`config.mk`:
```
export PLATFORM = sky130hd
export DESIGN_NAME = mpage_utlb
export DESIGN_NICKNAME = d
export VERILOG_FILES = /design/src/rtl/utlb_pkg.sv /design/src/rtl/utlb_entry.sv /design/src/rtl/utlb_victim.sv /design/src/rtl/mpage_utlb.sv
export SDC_FILE = /design/constraint.sdc
export NUM_CORES = 1
export LEC_CHECK = 0
export BUFFER_PORTS_ARGS = -buffer_cell sky130_fd_sc_hd__clkbuf_2
export CORE_ASPECT_RATIO = 1.25
export CORE_MARGIN = 5
export CORE_UTILIZATION = 30
export CTS_BUF_LIST = sky130_fd_sc_hd__clkbuf_4
export DETAILED_ROUTE_END_ITERATION = 10
export PLACE_DENSITY = 0.53
export SLEW_MARGIN = 0
export SYNTH_ARGS = -nofsm -noshare
export SYNTH_HDL_FRONTEND = slang
export SYNTH_SLANG_ARGS = --single-unit
```
`constraint.sdc`:
```
create_clock -name clk -period 14.3 [get_ports clk]
set_input_delay 1.43 -clock clk [delete_from_list [all_inputs] [get_ports clk]]
set_output_delay 1.43 -clock clk [all_outputs]
set_load 0.02 [all_outputs]
```
`src/rtl/utlb_pkg.sv`:
```
package utlb_pkg;

  typedef enum logic [1:0] {
    PG_4K = 2'd0,
    PG_2M = 2'd1,
    PG_1G = 2'd2
  } pg_size_e;

  typedef enum logic [1:0] {
    ACC_RD = 2'd0,
    ACC_WR = 2'd1,
    ACC_EX = 2'd2
  } acc_e;

  // perm bit 0 = read, 1 = write, 2 = execute
  function automatic logic perm_ok(input logic [1:0] acc, input logic [2:0] perm);
    case (acc_e'(acc))
      ACC_RD:  perm_ok = perm[0];
      ACC_WR:  perm_ok = perm[1];
      ACC_EX:  perm_ok = perm[2];
      default: perm_ok = 1'b0;
    endcase
  endfunction

endpackage

```
`src/rtl/utlb_entry.sv`:
```
module utlb_entry
  import utlb_pkg::*;
#(
  parameter int VPN_W    = 27,
  parameter int PPN_W    = 44,
  parameter int LVL_BITS = 9
) (
  input  logic             clk,
  input  logic             rst,
  input  logic             flush,
  input  logic             wr_en,
  input  logic [VPN_W-1:0] wr_vpn,
  input  logic [PPN_W-1:0] wr_ppn,
  input  logic [1:0]       wr_size,
  input  logic [2:0]       wr_perm,
  input  logic [VPN_W-1:0] lk_vpn,
  output logic             valid_o,
  output logic             match_o,
  output logic [PPN_W-1:0] ppn_o,
  output logic [2:0]       perm_o
);

  localparam int PAD = PPN_W - VPN_W;

  logic             vld_q;
  logic [VPN_W-1:0] vpn_q;
  logic [PPN_W-1:0] ppn_q;
  pg_size_e         size_q;
  logic [2:0]       perm_q;
  logic [VPN_W-1:0] ign;
  logic [PPN_W-1:0] ign_w;

  always_ff @(posedge clk) begin
    if (rst)             vld_q <= 1'b0;
    else if (flush)      vld_q <= 1'b0;
    else if (wr_en)      vld_q <= 1'b1;
  end

  always_ff @(posedge clk) begin
    if (wr_en) begin
      vpn_q  <= wr_vpn;
      ppn_q  <= wr_ppn;
      size_q <= pg_size_e'(wr_size);
      perm_q <= wr_perm;
    end
  end

  // low page-number bits that act as page offset for large pages
  always_comb begin
    case (size_q)
      PG_2M:   ign = {{(VPN_W-LVL_BITS){1'b0}}, {LVL_BITS{1'b1}}};
      PG_1G:   ign = {{(VPN_W-2*LVL_BITS){1'b0}}, {(2*LVL_BITS){1'b1}}};
      default: ign = '0;
    endcase
  end

  assign ign_w   = {{PAD{1'b0}}, ign};
  assign valid_o = vld_q;
  assign match_o = vld_q && (((vpn_q ^ lk_vpn) & ~ign) == '0);
  assign ppn_o   = (ppn_q & ~ign_w) | ({{PAD{1'b0}}, lk_vpn} & ign_w);
  assign perm_o  = perm_q;

endmodule

```
`src/rtl/utlb_victim.sv`:
```
module utlb_victim #(
  parameter int N_ENTRY = 8,
  parameter int IDX_W   = 3
) (
  input  logic               clk,
  input  logic               rst,
  input  logic [N_ENTRY-1:0] valid_i,
  input  logic               adv_i,
  output logic [IDX_W-1:0]   idx_o
);

  localparam logic [IDX_W-1:0] LAST = IDX_W'(N_ENTRY - 1);

  logic [IDX_W-1:0] ptr_q;
  logic [IDX_W-1:0] first_free;
  logic             all_valid;

  always_comb begin
    first_free = '0;
    for (int i = N_ENTRY - 1; i >= 0; i--) begin
      if (!valid_i[i]) first_free = IDX_W'(i);
    end
  end

  assign all_valid = &valid_i;
  assign idx_o     = all_valid ? ptr_q : first_free;

  always_ff @(posedge clk) begin
    if (rst) ptr_q <= '0;
    else if (adv_i && all_valid) ptr_q <= (ptr_q == LAST) ? '0 : ptr_q + 1'b1;
  end

endmodule

```
`src/rtl/mpage_utlb.sv`:
```
module mpage_utlb
  import utlb_pkg::*;
#(
  parameter int N_ENTRY  = 8,
  parameter int VA_W     = 39,
  parameter int PA_W     = 56,
  parameter int PG_OFF   = 12,
  parameter int LVL_BITS = 9
) (
  input  logic                 clk,
  input  logic                 rst,
  input  logic                 flush,
  input  logic                 lk_valid,
  input  logic [VA_W-1:0]      lk_vaddr,
  input  logic [1:0]           lk_acc,
  input  logic                 fill_valid,
  input  logic [VA_W-PG_OFF-1:0] fill_vpn,
  input  logic [PA_W-PG_OFF-1:0] fill_ppn,
  input  logic [1:0]           fill_size,
  input  logic [2:0]           fill_perm,
  output logic                 res_hit,
  output logic                 res_fault,
  output logic                 res_miss,
  output logic [PA_W-1:0]      res_paddr,
  output logic                 refill_req,
  output logic [VA_W-PG_OFF-1:0] refill_vpn
);

  localparam int VPN_W = VA_W - PG_OFF;
  localparam int PPN_W = PA_W - PG_OFF;
  localparam int IDX_W = (N_ENTRY > 1) ? $clog2(N_ENTRY) : 1;

  logic [VPN_W-1:0]   lk_vpn;
  logic [N_ENTRY-1:0] ent_valid;
  logic [N_ENTRY-1:0] ent_match;
  logic [PPN_W-1:0]   ent_ppn  [N_ENTRY];
  logic [2:0]         ent_perm [N_ENTRY];
  logic [IDX_W-1:0]   victim;
  logic               fill_go;
  logic               any_match;
  logic [PPN_W-1:0]   ppn_sel;
  logic [2:0]         perm_sel;
  logic               pass;
  logic               found;
  logic               miss_now;

  assign lk_vpn  = lk_vaddr[VA_W-1:PG_OFF];
  assign fill_go = fill_valid && !flush;

  utlb_victim #(.N_ENTRY(N_ENTRY), .IDX_W(IDX_W)) u_victim (
    .clk     (clk),
    .rst     (rst),
    .valid_i (ent_valid),
    .adv_i   (fill_go),
    .idx_o   (victim)
  );

  for (genvar g = 0; g < N_ENTRY; g++) begin : g_ent
    utlb_entry #(.VPN_W(VPN_W), .PPN_W(PPN_W), .LVL_BITS(LVL_BITS)) u_ent (
      .clk     (clk),
      .rst     (rst),
      .flush   (flush),
      .wr_en   (fill_go && (victim == IDX_W'(g))),
      .wr_vpn  (fill_vpn),
      .wr_ppn  (fill_ppn),
      .wr_size (fill_size),
      .wr_perm (fill_perm),
      .lk_vpn  (lk_vpn),
      .valid_o (ent_valid[g]),
      .match_o (ent_match[g]),
      .ppn_o   (ent_ppn[g]),
      .perm_o  (ent_perm[g])
    );
  end

  always_comb begin
    ppn_sel  = '0;
    perm_sel = '0;
    for (int i = 0; i < N_ENTRY; i++) begin
      if (ent_match[i]) begin
        ppn_sel  = ppn_sel | ent_ppn[i];
        perm_sel = perm_sel | ent_perm[i];
      end
    end
  end

  assign any_match = |ent_match;
  assign pass      = perm_ok(lk_acc, perm_sel);
  assign found     = lk_valid && !flush && any_match;
  assign miss_now  = lk_valid && (flush || !any_match);

  always_ff @(posedge clk) begin
    if (rst) begin
      res_hit   <= 1'b0;
      res_fault <= 1'b0;
      res_miss  <= 1'b0;
      res_paddr <= '0;
    end else begin
      res_hit   <= found && pass;
      res_fault <= found && !pass;
      res_miss  <= miss_now;
      res_paddr <= found ? {ppn_sel, lk_vaddr[PG_OFF-1:0]} : '0;
    end
  end

  always_ff @(posedge clk) begin
    if (rst) begin
      refill_req <= 1'b0;
      refill_vpn <= '0;
    end else if (miss_now && (!refill_req || fill_valid)) begin
      refill_req <= 1'b1;
      refill_vpn <= lk_vpn;
    end else if (fill_valid) begin
      refill_req <= 1'b0;
    end
  end

endmodule

```
### Word level (Yosys, flattened, before mapping)

Index checks and enable logic that the tools add are counted.

* bits in registers: 706
* output and inout port bits: 87

* reductions and logical operators: 45
* bitwise operators: 71
* muxes and demuxes: 37
* add/sub/neg operators: 1
* eq/ne operators: 26

Operators with widths (number)
* $or 44x44->44: 15
* $and 44x44->44: 8
* $mux 44: 8
* $not 18->44: 8
* $pmux 18 s2: 8
* $and 27x18->27: 8
* $and 27x27->27: 8
* $logic_not 27->1: 8
* $not 18->27: 8
* $xor 27x27->27: 8
* $mux 3: 18
* $logic_and 1x1->1: 24
* $or 3x3->3: 7
* $eq 2x1->1 const B: 9
* $eq 2x2->1 const B: 9
* $eq 3x3->1 const B: 5
* $reduce_and 8->1: 1
* $reduce_or 8->1: 1
* $eq 3x2->1 const B: 2
* $logic_not 1->1: 4
* $reduce_or 2->1: 2
* $add 3x1->3 const B: 1
* $eq 3x1->1 const B: 1
* $logic_not 3->1: 1
* other kinds (6): 8

### Longest topological paths before layout

Gate-level depths: netlist of the first run.

* word-level depth: 24
* mapped depth: 12

### By module

A second synthesis of the first run with hierarchy kept.

* cell total of the unflattened synthesis: 1849
* area total of the unflattened synthesis: 29369.4 um^2

Modules (own cells, without submodules)
* utlb_entry: times used 8, sequential area each 2302.2 um^2, area each 3056.7 um^2, cells each 165
* mpage_utlb: times used 1, sequential area each 1741.7 um^2, area each 4687.0 um^2, cells each 498
* utlb_victim: times used 1, sequential area each 60.1 um^2, area each 229.0 um^2, cells each 31

### Least setup slack after synthesis of the first run

Ideal clock, no wire load.

* path kind: input port to flip-flop
* start point: input port fill_valid
* end point: register g_ent[0].u_ent.perm_q[0] (enable)
* required time: 13.787 ns
* slack: 8.785 ns
* stages on the path: 3
* arrival time: 5.002 ns
* library setup time: 0.513 ns
* cells stage by stage: nor2b_1 -> o21ai_0 -> nor2_1

* longest elaborated chain between the ends: 2

Ends and longest elaborated chain
* from (decl): RTL line mpage_utlb.sv:16 `input logic fill_valid,`
* $logic_and 1x1->1: RTL line mpage_utlb.sv:48 `assign fill_go = fill_valid && !flush;`
* $logic_and 1x1->1: RTL line mpage_utlb.sv:63 `.wr_en (fill_go && (victim == IDX_W'(g))),`
* named net g_ent[0].u_ent.wr_en: RTL line utlb_entry.sv:11 `input logic wr_en,`
* to (signal assigned): RTL line utlb_entry.sv:44 `perm_q <= wr_perm;`
* to (decl): RTL line utlb_entry.sv:29 `logic [2:0] perm_q;`

The timed path passes the listed nets, and every way through them passes these cells.
A chain may end at the register's enable or synchronous reset.

### Worst setup path after layout of the first run

* start point: input port lk_vaddr[20]
* end point: register res_paddr[42]

* longest elaborated chain between the ends: 19

Ends and longest elaborated chain
* from (decl): RTL line mpage_utlb.sv:14 `input logic [VA_W-1:0] lk_vaddr,`
* $xor 27x27->27: RTL line utlb_entry.sv:59 `assign match_o = vld_q && (((vpn_q ^ lk_vpn) & ~ign) == '0);`
* $and 27x27->27: RTL line utlb_entry.sv:59
* $logic_not 27->1: RTL line utlb_entry.sv:59
* $logic_and 1x1->1: RTL line utlb_entry.sv:59
* $mux 44: RTL line mpage_utlb.sv:80 `if (ent_match[i]) begin`
* $or 44x44->44: RTL line mpage_utlb.sv:81 `ppn_sel = ppn_sel | ent_ppn[i];`
* $mux 44: RTL line mpage_utlb.sv:80
* $or 44x44->44: RTL line mpage_utlb.sv:81
* [... 3 more ...]
* $or 44x44->44: RTL line mpage_utlb.sv:81
* $mux 44: RTL line mpage_utlb.sv:80
* $or 44x44->44: RTL line mpage_utlb.sv:81
* $mux 44: RTL line mpage_utlb.sv:80
* $or 44x44->44: RTL line mpage_utlb.sv:81
* $mux 44: RTL line mpage_utlb.sv:80
* $or 44x44->44: RTL line mpage_utlb.sv:81
* $mux 44: RTL line mpage_utlb.sv:80
* to (signal assigned): RTL line mpage_utlb.sv:102 `res_paddr <= found ? {ppn_sel, lk_vaddr[PG_OFF-1:0]} : '0;`
* to (decl): RTL line mpage_utlb.sv:24 `output logic [PA_W-1:0] res_paddr,`

Several ways; a longest one is shown, not always the timed one.

==> results.md, run 1 <==
* LEAKAGE at approximately 11 nW
* Number of global-route vias before repair at around 17000
* Max VDD drop at roughly 0.000052 V
* Dpl ws at 9154 ps
* Synth area leader: edfxtp_1
* Met1 Usage GRT at between 10% and 20%
* Mapped Nets at 1844
* Final TNS setup at 0 ps
* GRT busiest layer: met2
* Number of vias per cell at ~4.9
* Kind of critical path: in -> reg
* R2r startpoint: g_ent[0].u_ent.size_q[0]$_DFFE_PP_
* # hold bufs at CTS at 0
* HP Class: reg -> reg
* Setup Fix Bufs, Post-CTS at 0
* CP max FO at between 40 and 50
* Final Hold Viols at 0
* Hold Startpoint: refill_vpn[19]$_SDFFE_PP0P_
* Largest cells by area after synthesis: edfxtp_1 (65%), dfxtp_1 (7.0%), mux2_2 (5.3%)
* Cts bufs inserted at roughly 180
* Reg2reg end: res_paddr[42]$_SDFF_PP0_
* Drt initial violations at about 1100
* Most common cell in the netlist: edfxtp_1
* Synth top area share at between 60 and 70%
* Clock latency at the later pin of the worst-skew pair at 1020 ps
* PnR worst setup slack at around 10000 ps
* Die height at 352.8 um
* Post-synth ARST share at 0%
* Final min period at ~4200 ps
* Netlist Area Pre-Place at about 28000 um^2
* Crit share post-route at between 20 and 30%
* Die W at approximately 280 um
* Cell count along the critical path at 10
* Status: finished, final reports clean
* FF+latch count, synth at between 700 and 800
* Final wirelength at between 80 and 90 mm
* Port Buffer Count at 208
* Synthesized area per cell at 16.48 um^2
* CP Buf/Inv Count at 2
* Clock Path Buffers at 3
* Synth unique cells at 50
* Worst EP required at between 15000 and 20000 ps
* Pre-antenna DRT Iters at 7
* NumNets Final at 2146
* Max-cap violations at 0
* Reg2reg path depth at 11
* CP Capture Type: flip-flop
* Cells along the critical path: clkbuf_2, xnor2_1, nand4_1, o41ai_1, and3_4, nor4_4, nand2_1, nand3_2, buf_4, a31oi_1
* Placed inst area at roughly 30000 um^2
* Total power at 4.219 mW
* Crit path launch type: input port
* WP data arrival at 5050 ps
* H-tree depth at 4
* Slowest-stage cell, CP: and3_4
* Share of layout cells above drive strength 1 at a little under a third
* Core area at 93060 um^2
* Root buffer selected by CTS: clkbuf_4
* CP startpoint: lk_vaddr[20]
* Worst setup endpoint: res_paddr[42]$_SDFF_PP0_
* DR DRC count at 0
* Final GP Congestion at 0.8137
* Total track usage at approximately 16%
* Flop-to-flop setup slack at slightly above 10000 ps
* Met3 track demand over resource at under 10%
* First-pass GRT wire length at 117.4 mm
* Synth Warn # at 0
* Post-synth top flop: edfxtp_1
* Cells after Synth at about 1700
* Largest net degree at the start of global routing at 61
* EDFF count, synth at ~600
* Site Rows at around 130
* Clock skew at about 76 ps
* Post-route ant nets at 0
* Die Footprint at ~100000 um^2
* Pwr/cell area at approximately 130 nW/um^2
* Initial cell density of the core at slightly above 30%
* Via count at roughly 17000
* CTS tree: yes
* CP top delay family: simple AND/OR/NAND/NOR gates
* Crit-path max cell delay at roughly 930 ps
* M2 GR Usage at between 20% and 30%
* Top cells by count, synth: edfxtp_1 (608), xnor2_1 (143), mux2_2 (133)
* Overflow after GRT at 0
* Area growth from synthesis to layout at 16.30%
* Design Area, Final at ~33000 um^2
* Least-Margin Pin Slew at 1210 ps
* Clock transition at the register clock pins on the worst setup and hold paths after CTS at around 70 ps
* Max transition margin at 18.51%
* Peak Freq at about 240 MHz
* Clock Sink Count at 706
* Max-slew violation count at 0
* RSZ-0062 raised after global routing: false
* I/O pins at ~210
* Initial antenna violation count at 9
* Final Setup Violations at 0
* Proportion of synthesized chip area in sequential cells at slightly above 70%
* Fin util at 35.24%
* CTS resizes at 0
* DP HPWL at around 47 mm
* Routed length per instance at 24.13 um
how the worst min path moves through the flow:
stage	end	slack [ps]	depth (start not counted)
after global routing	res_paddr[9]$_SDFF_PP0_	480	2
after detailed placement	refill_vpn[23]$_SDFFE_PP0P_	460	2
after CTS	res_paddr[8]$_SDFF_PP0_	410	2
after global placement	refill_vpn[22]$_SDFFE_PP0P_	460	2
final	refill_vpn[19]$_SDFFE_PP0P_	470	2
after floorplan	g_ent[6].u_ent.valid_o$_SDFFE_PP0P_	490	1
stage by stage:
stage | instances | hold WS (ps)
2_1_floorplan | 1711 | 485.2
3_3_place_gp | 3041 | 459.9
3_5_place_dp | 3041 | 462.9
5_1_grt | 3361 | 475.7
6_report | 3366 | 475.0
4_1_cts | 3360 | 408.9
state kept, by name, indices dropped and copies added, names as in the netlist:
register,count
g_ent.u_ent.perm_o,24
g_ent.u_ent.ppn_q,352
g_ent.u_ent.size_q,16
g_ent.u_ent.valid_o,8
g_ent.u_ent.vpn_q,216
refill_req,1
refill_vpn,27
res_fault,1
res_hit,1
res_miss,1
res_paddr,56
u_victim.ptr_q,3
worst reg2reg max path, cell delays in order (launching register included):
cell and delay (ps):
edfxtp_1 360, inv_1 90, ha_1 640, o211ai_1 270, nor3_1 450, and3_2 270
buf_4 680, nor4_4 140, nand2_1 140, nand3_2 70, buf_4 390, a31oi_1 320
power breakdown:
part           switching [mW]  internal [mW]
clock network           0.823          0.976
registers             0.00673           2.25
logic                   0.107         0.0547
logic make-up after synthesis:
kind of cell,synth area share (%)
compound gates,7.415
fa+ha+maj,0.4881
xor+xnor,6.709
flops,71.71
simple gates,4.358
mux,6.696
buf+inv,2.627
cell type report:
cell class	count	area, um^2
Antenna cell	6	15.01
Clock buffer	264	1982
Clock inverter	55	444.2
Fill cell	8863	60270
Inverter	13	48.80
Multi-Input combinational cell	878	7308
Sequential cell	706	20220
Tap cell	1206	1509
Timing Repair Buffer	238	1266
cell usage in the layout (no fill, tap or decap), types with 13 or more instances in the layout:
master    count
edfxtp_1    608
clkbuf_4    264
clkbuf_2    208
xnor2_1     143
mux2_2      133
dfxtp_1      98
a22oi_1      92
xor2_1       73
nand2b_1     56
a221oi_1     44
a31oi_1      44
nand4_1      42
mux2i_1      39
a22o_1       37
clkinv_1     31
buf_4        30
nand2_1      26
nor3_1       16
inv_1        13
metal layers:
metal	part of all wire (%)	wire length (um)
met3	7.4	6014
met4	2.8	2261
met1	42	34100
met2	48	38800
met5	0.046	37
No activity file was read; power rests on OpenSTA's default activity.
==> run 2: changes to the inputs <==
Clock period 14.3 ns to 4.3 ns, I/O delays scaled along.
==> run 2 against run 1 <==
Sequential share of layout area down 2.6 points; worst hold slack got worse by 310 ps; core utilization increased by 1.6 points; via count increased by 3.7%; largest cell class unchanged.
==> results.md, run 2 (synthesis gave the netlist of run 1 again) <==
* Status: finished, final reports clean
* Crit path launch type: input port
* Most frequent cells in the layout: edfxtp_1 (608), clkbuf_4 (271), clkbuf_2 (208)
* Max reg flops at 352 (unchanged)
* HP Class: in -> reg
* First-pass GRT wire length at 121.2 mm (+3.3%)
* Final GP Congestion at 0.8275 (+1.7%)
* Clock Sink Count at 706 (unchanged)
* Commonest non-fill, non-tap cell in the layout: edfxtp_1
* Die height at 352.8 um (unchanged)
* Final Setup Violations at 0 (unchanged)
* Cts bufs inserted at 176 (unchanged)
* CP Buf/Inv Count at 5 (+3)
* Worst hold margin at 162.0 ps (-313.0 ps)
* Least-Margin Pin Slew at 1221 ps (+10.93 ps)
* Reg with most FFs: g_ent.u_ent.ppn_q
* WP data arrival at 5070 ps (+20 ps)
* Crit-path max cell delay at 670 ps (-260 ps)
* Total power at 13.83 mW (+230%)
* Die Footprint at 100300 um^2 (unchanged)
* Most frequent CP cell: dlygate4sd3_1
* CP Capture Type: flip-flop
* Setup Fix Bufs, Post-CTS at 0 (unchanged)
* Cells along the critical path: dlygate4sd3_1, clkbuf_2, xnor2_1, nand4_1, o41ai_2, and3b_2, buf_4, a22o_1, nor3_1, o22ai_1, dlygate4sd3_1, a21oi_1, dlygate4sd3_1
* Initial cell density of the core at 30.30% (unchanged)
* Clock transition at the register clock pins on the worst setup and hold paths after CTS at 70 ps (about the same)
* Max-cap violations at 0 (unchanged)
* Post-route ant nets at 0 (unchanged)
* CP max FO at 45 (-4.3%)
* Final wirelength at 82.44 mm (+1.5%)
* H-tree depth at 4 (unchanged)
* Die W at 284.2 um (unchanged)
* Dpl ws at 513.8 ps (-8640 ps)
* Pre-antenna DRT Iters at 5 (-2)
* Kind of critical path: in -> reg
* Placed inst area at 30670 um^2 (+1.1%)
* Drt initial violations at 1067 (+0.57%)
* Number of vias per cell at 4.869 (-0.78%)
* Seq. cell area at 20220 um^2 (unchanged)
* LEAKAGE at 11.55 nW (+5.8%)
* Site Rows at 125 (unchanged)
* Crit share post-route at about 100%
* Clock latency at the later pin of the worst-skew pair at 1000 ps (-20 ps)
* I/O pins at 209 (unchanged)
* Pwr/cell area at 403.8 nW/um^2 (+210%)
* CTS tree: yes
* Peak Freq at roughly 240 MHz
* Port Buffer Count at 208 (unchanged)
* Root buffer selected by CTS: clkbuf_4
* Via count at 17123 (+3.7%)
* Design Area, Final at 34250 um^2 (+4.4%)
* Largest registers: g_ent.u_ent.ppn_q (352), g_ent.u_ent.vpn_q (216), res_paddr (56)
* Clock skew at 82.77 ps (+6.968 ps)
* Slowest-stage cell, CP: buf_4
* Final min period at approximately 4200 ps
* Largest net degree at the start of global routing at 78 (+28%)
* Share of layout cells above drive strength 1 at 30.92% (-0.79 points)
* Fillcell total at 8841 (-0.25%)
* RSZ-0062 raised after global routing: false
* Max-slew violation count at 0 (unchanged)
* Worst EP required at 5180 ps (-9990 ps)
* Flop-to-flop setup slack at 200 ps (-10170 ps)
* Number of global-route vias before repair at 18142 (+3.9%)
* DP HPWL at 49.64 mm (+4.7%)
* Area growth from synthesis to layout at 21.45%
* Total track usage at 16.20% (+0.43 points)
* PnR worst setup slack at 114.5 ps (-9998 ps)
* Final TNS setup at 0 ps (unchanged)
* Overflow after GRT at 0 (unchanged)
* DR DRC count at 0 (unchanged)
* Multi-input gate area at 7312 um^2 (about the same)
* CP top delay family: buffers and inverters
* Final Hold Viols at 0 (unchanged)
* Core area at 93060 um^2 (unchanged)
* Initial antenna violation count at 14 (+5)
* Routed length per instance at 23.44 um (-2.8%)
* Clock Path Buffers at 3 (unchanged)
* Max VDD drop at 0.0002115 V (+310%)
* Max transition margin at 17.77% (-0.74 points)
* NumNets Final at 2292 (+6.8%)
[run 2: routing by layer]
layer  track usage (%)  wire length [um]
met1             20.39             35030
met2             26.96             39970
met3             4.077              5035
met4             6.228              2373
met5                 0                34
[run 2: power breakdown]
part	switching (mW)	internal (mW)	leakage [nW]
clock	2.73	2.95	1.38
combinational	0.380	0.260	3.89
sequential	0.0230	7.49	6.29
total	3.13	10.7	11.6
[run 2: worst min-delay path, cell delays in order]
cell and delay (ps):
clkbuf_2 230, buf_4 260, nand2b_1 110, mux2i_1 70
[run 2: stage by stage]
stage,utilization [%],std cells
global route,36.80,3516
CTS,36.77,3509
floorplan,-,1711
global placement,32.96,3064
detailed placement,32.96,3064
finish,36.80,3517
[run 2: final cells by class]
class                           count  area share (%)
Tap cell                         1206           4.406
Multi-Input combinational cell    878           21.35
Inverter                           13          0.1425
Clock inverter                     51          0.8111
Timing Repair Buffer              384           8.246
Antenna cell                        8         0.05846
Clock buffer                      271           5.941
Sequential cell                   706           59.04
[run 2: what timing repair did]
item	CTS	global route
hold buffers	123	0
setup endpoints to repair	0	1
resized for setup	0	2
hold endpoints to repair	659	0
[run 2: path summary, 6_finish.rpt]
path	start	to	cells after the start
hold reg to reg	refill_vpn[18]$_SDFFE_PP0P_	refill_vpn[18]$_SDFFE_PP0P_	2
setup reg to reg	g_ent[3].u_ent.vpn_q[3]$_DFFE_PP_	res_fault$_SDFF_PP0_	11
setup / recovery	lk_vaddr[12]	res_fault$_SDFF_PP0_	13
hold / removal	lk_vaddr[17]	refill_vpn[5]$_SDFFE_PP0P_	4
